**config.mk**
```make
export PLATFORM = sky130hd
export DESIGN_NAME = irq_vec_ctrl
export DESIGN_NICKNAME = d
export VERILOG_FILES = /design/src/rtl/irq_vec_pkg.sv /design/src/rtl/irq_src_slot.sv /design/src/rtl/irq_arbiter.sv /design/src/rtl/irq_vec_ctrl.sv
export SDC_FILE = /design/constraint.sdc
export NUM_CORES = 1
export LEC_CHECK = 0
export BUFFER_PORTS_ARGS = -buffer_cell sky130_fd_sc_hd__buf_2
export CAP_MARGIN = 20
export CORE_UTILIZATION = 48
export DETAILED_ROUTE_END_ITERATION = 10
export PLACE_DENSITY = 0.68
export REMOVE_ABC_BUFFERS = 1
export SYNTH_ARGS = -nofsm -noshare
export SYNTH_HDL_FRONTEND = slang
export SYNTH_SLANG_ARGS = --single-unit
```
**constraint.sdc**
```tcl
create_clock -name clk -period 12.45 [get_ports clk]
set_input_delay 0 -clock clk [delete_from_list [all_inputs] [get_ports clk]]
set_output_delay 0 -clock clk [all_outputs]
set_load 0.05 [all_outputs]
```
**src/rtl/irq_vec_pkg.sv**
```systemverilog
package irq_vec_pkg;
  localparam int NSRC      = 12;
  localparam int IDX_W     = $clog2(NSRC);
  localparam int IDX_ABORT = 2;
  localparam int IDX_SER   = 3;
  localparam int IDX_SWA   = 10;
  localparam int IDX_SWB   = 11;
  localparam int GEN_ADDR  = 12;
  localparam int BASE_ADDR = 13;
  localparam int B_PEND    = 7;
  localparam int B_RAISE   = 6;
  localparam int B_GEN_EN  = 4;

  typedef enum logic [1:0] {K_LEVEL, K_EDGE, K_SOFT} src_kind_e;

  function automatic src_kind_e kind_of(input int idx);
    if (idx == IDX_ABORT) return K_EDGE;
    if (idx == IDX_SWA || idx == IDX_SWB) return K_SOFT;
    return K_LEVEL;
  endfunction
endpackage

```
**src/rtl/irq_src_slot.sv**
```systemverilog
module irq_src_slot
  import irq_vec_pkg::*;
#(
  parameter src_kind_e KIND = K_LEVEL,
  parameter int DW = 8,
  parameter int LVL_W = 3
) (
  input  logic             clk,
  input  logic             rst,
  input  logic             sel_wr,
  input  logic [DW-1:0]    wr_data,
  input  logic             src_in,
  output logic             pend,
  output logic             en,
  output logic [LVL_W-1:0] prio,
  output logic             own,
  output logic [DW-1:0]    rd_byte
);
  localparam int CTL_W = DW - 2;

  logic [CTL_W-1:0] ctl_q;
  logic src_q, pend_q;
  logic rise, raise_stb, clr_stb, set_ev, keep;

  assign rise      = src_in & ~src_q;
  assign raise_stb = sel_wr & wr_data[B_RAISE];
  assign clr_stb   = sel_wr & wr_data[B_PEND];
  assign set_ev    = (KIND == K_EDGE) ? rise :
                     (KIND == K_SOFT) ? raise_stb : src_in;
  assign keep      = (KIND == K_LEVEL) ? 1'b0 : ~clr_stb;

  always_ff @(posedge clk) begin
    if (rst) begin
      ctl_q  <= '0;
      src_q  <= 1'b0;
      pend_q <= 1'b0;
    end else begin
      src_q  <= src_in;
      pend_q <= set_ev | (pend_q & keep);
      if (sel_wr) ctl_q <= wr_data[CTL_W-1:0];
    end
  end

  assign pend    = pend_q;
  assign en      = ctl_q[3];
  assign prio    = ctl_q[LVL_W-1:0];
  assign own     = ctl_q[4];
  assign rd_byte = {pend_q, src_q, ctl_q};

  // a latched pending bit survives until a clearing write
  p_latch_hold_r8: assert property (@(posedge clk) disable iff (rst)
    ((KIND != K_LEVEL) && pend_q && !clr_stb) |=> pend_q);
  // software pending never moves without a write to its byte
  p_soft_quiet_r9: assert property (@(posedge clk) disable iff (rst)
    ((KIND == K_SOFT) && !sel_wr) |=> $stable(pend_q));
endmodule

```
**src/rtl/irq_arbiter.sv**
```systemverilog
module irq_arbiter #(
  parameter int NSRC  = 12,
  parameter int LVL_W = 3,
  parameter int IDX_W = $clog2(NSRC)
) (
  input  logic [NSRC-1:0]             act,
  input  logic [NSRC-1:0][LVL_W-1:0]  lvl,
  input  logic [LVL_W-1:0]            qlvl,
  output logic [LVL_W-1:0]            max_lvl,
  output logic                        hit,
  output logic [IDX_W-1:0]            win
);
  always_comb begin
    max_lvl = '0;
    for (int i = 0; i < NSRC; i++)
      if (act[i] && lvl[i] > max_lvl) max_lvl = lvl[i];
  end

  always_comb begin
    hit = 1'b0;
    win = '0;
    for (int i = NSRC - 1; i >= 0; i--)
      if (act[i] && lvl[i] == qlvl && qlvl != '0) begin
        hit = 1'b1;
        win = IDX_W'(i);
      end
  end
endmodule

```
**src/rtl/irq_vec_ctrl.sv**
```systemverilog
module irq_vec_ctrl
  import irq_vec_pkg::*;
#(
  parameter int DW = 8,
  parameter int LVL_W = 3,
  parameter int ADDR_W = 4,
  parameter logic [7:0] BASE_RST = 8'h40
) (
  input  logic              clk,
  input  logic              rst,
  input  logic              wr_en,
  input  logic [ADDR_W-1:0] addr,
  input  logic [DW-1:0]     wr_data,
  output logic [DW-1:0]     rd_data,
  input  logic [NSRC-1:0]   src_in,
  output logic [LVL_W-1:0]  irq_level,
  input  logic              iack,
  input  logic [LVL_W-1:0]  iack_level,
  output logic              vec_valid,
  output logic [DW-1:0]     vec_out,
  output logic              vec_own
);
  logic [NSRC-1:0]            pend, en, own, act;
  logic [NSRC-1:0][LVL_W-1:0] prio;
  logic [NSRC-1:0][DW-1:0]    slot_rd;
  logic [DW-1:0]              gen_q, base_q, rd_next;
  logic                       glob_en, hit, own_next;
  logic [LVL_W-1:0]           max_lvl;
  logic [IDX_W-1:0]           win;

  assign glob_en = gen_q[B_GEN_EN];

  for (genvar g = 0; g < NSRC; g++) begin : g_slot
    irq_src_slot #(.KIND(kind_of(g)), .DW(DW), .LVL_W(LVL_W)) u_slot (
      .clk(clk), .rst(rst),
      .sel_wr(wr_en && addr == ADDR_W'(g)),
      .wr_data(wr_data), .src_in(src_in[g]),
      .pend(pend[g]), .en(en[g]), .prio(prio[g]), .own(own[g]),
      .rd_byte(slot_rd[g])
    );
    assign act[g] = pend[g] & en[g] & glob_en;
  end

  irq_arbiter #(.NSRC(NSRC), .LVL_W(LVL_W), .IDX_W(IDX_W)) u_arb (
    .act(act), .lvl(prio), .qlvl(iack_level),
    .max_lvl(max_lvl), .hit(hit), .win(win)
  );

  assign own_next = !(win == IDX_W'(IDX_SER) && !own[IDX_SER]);

  always_comb begin
    rd_next = '0;
    for (int i = 0; i < NSRC; i++)
      if (addr == ADDR_W'(i)) rd_next = slot_rd[i];
    if (addr == ADDR_W'(GEN_ADDR))  rd_next = gen_q;
    if (addr == ADDR_W'(BASE_ADDR)) rd_next = base_q;
  end

  always_ff @(posedge clk) begin
    if (rst) begin
      gen_q     <= '0;
      base_q    <= BASE_RST;
      rd_data   <= '0;
      irq_level <= '0;
      vec_valid <= 1'b0;
      vec_out   <= '0;
      vec_own   <= 1'b0;
    end else begin
      if (wr_en && addr == ADDR_W'(GEN_ADDR))  gen_q  <= wr_data;
      if (wr_en && addr == ADDR_W'(BASE_ADDR)) base_q <= wr_data;
      rd_data   <= rd_next;
      irq_level <= max_lvl;
      vec_valid <= iack && hit;
      vec_out   <= base_q + DW'(win);
      vec_own   <= own_next;
    end
  end

  // master enable off silences the request on the next cycle
  p_off_quiet_r3: assert property (@(posedge clk) disable iff (rst)
    !glob_en |=> (irq_level == '0));
  // no vector answer without an acknowledge
  p_ack_only_r5: assert property (@(posedge clk) disable iff (rst)
    !iack |=> !vec_valid);
  // level 0 is never answered
  p_lvl0_none_r7: assert property (@(posedge clk) disable iff (rst)
    (iack && iack_level == '0) |=> !vec_valid);
  // a peripheral-owned answer can only be the serial vector
  p_ser_vec_r11: assert property (@(posedge clk) disable iff (rst)
    (vec_valid && !vec_own) |-> (vec_out == DW'($past(base_q) + DW'(IDX_SER))));
endmodule

```
==> metrics <==
status=complete, but fails checks; failing checks=DRC, setup timing; Area contributors post-synth=dfxtp_1, mux2i_1, nor2_1, a21oi_1, nand2_1; CP Max Fanout=4; maxcap violations=0; Post-Syn Area=7320 um^2; Stages on worst setup path=71; Pins Over Slew Limit=0; R2R Path End=irq_level[0]; measured slew at the worst slew-check pin=around 0.88 ns; WP data arrival=12.78 ns; Net Sw Frac=25.2%; Seq pwr share=39.9%; Buf/Inv on CP=4; Setup WS post-layout=-0.00478 ns; most common cell in the netlist=dfxtp_1; CTS root buffer=clkbuf_16; Lkg Pwr=3.68 nW; top cell type's share of synthesized area=33.9%; Final Setup Violations=2; Worst R2R Path Depth=71; Vias=about 7.3k; Post-synth top flop=dfxtp_1; P per Cell Area=113 nW/um^2; Final Cycle Share=100%; crit start category=flip-flop; design area=9150 um^2; Synthesis Warnings=0; Seq/Total Area, Yosys=about 34%; Synth async-reset ratio=0%; NetSw=0.260 mW; cell mode on critical path=ha_4; DP Area=7760 um^2; logic gate share of total power=7.8%; Max Freq=80.3 MHz; gr usage total=about 29%; global-route wire length before repair=about 35 mm; H-tree depth=4; #FFs+latches synth=124; DR pass1 iterations=8; Fill cells=1,267; synthesized area per cell=7.88 um^2; site row count=44; die area=around 16,000 um^2; antenna viol nets, final=0; CTS Sinks=124; Hold Crit Class=input port to flip-flop; routability cong.=0.914; Slowest-stage cell, CP=a311oi_4; Chip Width=roughly 130 um; initial antenna violation count=0; Max stage delay on crit path=~0.35 ns; Core Box Area=between 10,000 and 15,000 um^2; CP endpoint=irq_level[0]; relative slew slack=about two fifths; share of layout cells above drive strength 1=22.7%; DRC errors left=1; CTS buffer count=17; min Tclk post-route=between 10 and 15 ns; clk buf depth=2; clock share of power=52.2%; num ports=52; Fin. Hold Viols=0; Post-Route WL=around 23 mm; Tot Pwr=1.03 mW; element type at the critical path end=flip-flop; EDFF count, synth=0; Final Util=62.2%; Worst R2R Setup Slack=-0.005 ns; Largest delay share family, worst path=compound AO/OA/AOI/OAI gates; Fin Clk Skew=0.0123 ns; clock insertion delay at the later pin of the skew report=0.42 ns; synthesized instance count=929; GRT overflow=0; Syn-to-layout area delta=25.0%; via/cell ratio=6.07; Crit Path Category=flip-flop to flip-flop; DRT iter0 DRCs=about 900; synth unique cells=80; DP HPWL=about 15 mm; I/O Buffers=51; FF-to-FF Start=gen_q[4]; # nets final=1,053; TritonCTS clock tree=done; vias in the first global route=6,689; largest net degree at the start of global routing=between 60 and 70; Reg clk slew, reported paths=~0.06 ns; Int Pwr=just under 0.8 mW; post-place setup slack=-0.459 ns; Max IR drop VDD=about 100 uV; Initial Util=around half; worst setup path start=gen_q[4]; # diodes=0; DR WL/cell=about 19 um; Chip Height=125 um; RSZ-0062 raised after global routing=yes; Crit path required time=12.77 ns; WHS=between 0.02 and 0.03 ns; largest area contributor in the netlist=dfxtp_1; Post-synth top cells=dfxtp_1, nor2_1, nand2_1
==> power groups by stage <==
| stage | sequential, mW | combinational [mW] | clock, mW |
|---|---|---|---|
| final | 0.412 | 0.0807 | 0.538 |
| after global routing | 0.412 | 0.0866 | 0.563 |
| after CTS | 0.411 | 0.0773 | 0.543 |
| after detailed placement | 0.420 | 0.0721 | 0 |
| after global placement | 0.420 | 0.0715 | 0 |
| after floorplan | 0.422 | 0.0303 | 0 |
==> registers in the layout, indices dropped and copies added (netlist names) <==
name and cells:
vec_valid 1, g_slot.u_slot.pend 12, g_slot.u_slot.src_q 3, vec_out 8, base_q 8, gen_q 8, rd_data 8, vec_own 1
irq_level 3, g_slot.u_slot.ctl_q 72
==> logic make-up (layout without fill, tap and decap cells) <==
family	count (synthesis)	count (layout)	share of synthesized area (%)
AND/OR/NAND/NOR	378	378	24.0
flip-flops	124	124	33.9
XOR/XNOR	28	28	3.35
AO/OA/AOI/OAI	215	215	19.7
buffers and inverters	89	174	4.63
adder cells (fa/ha/maj)	23	23	3.97
multiplexers	72	72	10.4
==> per-stage QoR <==
step | instances | setup TNS (ns)
6_report | 1198 | -0.00848
5_1_grt | 1198 | -1.97
4_1_cts | 1193 | 0
3_5_place_dp | 1126 | -1.10
3_3_place_gp | 1126 | 0
2_1_floorplan | 865 | -0.274
==> worst min-delay path, cell delays in order <==
cell     delay (ns)
buf_2          0.23
nand3_1        0.11
a21oi_1        0.05
==> worst min-delay path by stage <==
| stage | startpoint | endpoint | depth (start not counted) |
|---|---|---|---|
| after floorplan | rst | base_q[0] | 1 |
| after global placement | src_in[3] | g_slot[3].u_slot.pend | 2 |
| after detailed placement | src_in[11] | g_slot[11].u_slot.src_q | 2 |
| after CTS | wr_data[2] | g_slot[3].u_slot.ctl_q[2] | 3 |
| after global routing | wr_data[0] | g_slot[3].u_slot.ctl_q[0] | 3 |
| final | wr_data[0] | g_slot[3].u_slot.ctl_q[0] | 3 |
==> cell usage in the layout, fill, tap and decap left out, drive strengths merged, types with 23 or more instances in the layout <==
master,count
a21oi,84
a31oi,23
buf,99
dfxtp,124
inv,30
mux2i,58
nand2,97
nand3,72
nor2,114
nor3,26
o21ai,29
==> final cells by class <==
class / count / area (um^2) / area share [%]
multi-input cells: 716 / 4900 / 53.6
inverters: 25 / 93.8 / 1.03
repair buffers: 117 / 802 / 8.77
flip-flops and latches: 124 / 2490 / 27.2
clock buffers: 17 / 425 / 4.65
clock inverters: 15 / 209 / 2.28
well taps: 184 / 230 / 2.52
==> layer usage <==
| metal | vias up | GRT usage (%) | share of wire (%) |
|---|---|---|---|
| met5 | - | 0 | 0 |
| met4 | 0 | 12.3 | 2.7 |
| met3 | 38 | 4.92 | 8.0 |
| met2 | 330 | 45.7 | 47 |
| met1 | 3424 | 37.9 | 42 |
| li1 | 3477 | - | - |
==> repair_timing <==
| action | CTS | global route |
|---|---|---|
| buffers inserted | 17 | 7 |
| hold buffers | 18 | 0 |
| endpoints found under the setup margin | 3 | 3 |
| gates resized for setup | 25 | 60 |
| hold endpoints to repair | 35 | 0 |
| pin swaps | 24 | 63 |
(Power assumes the default switching activity.)
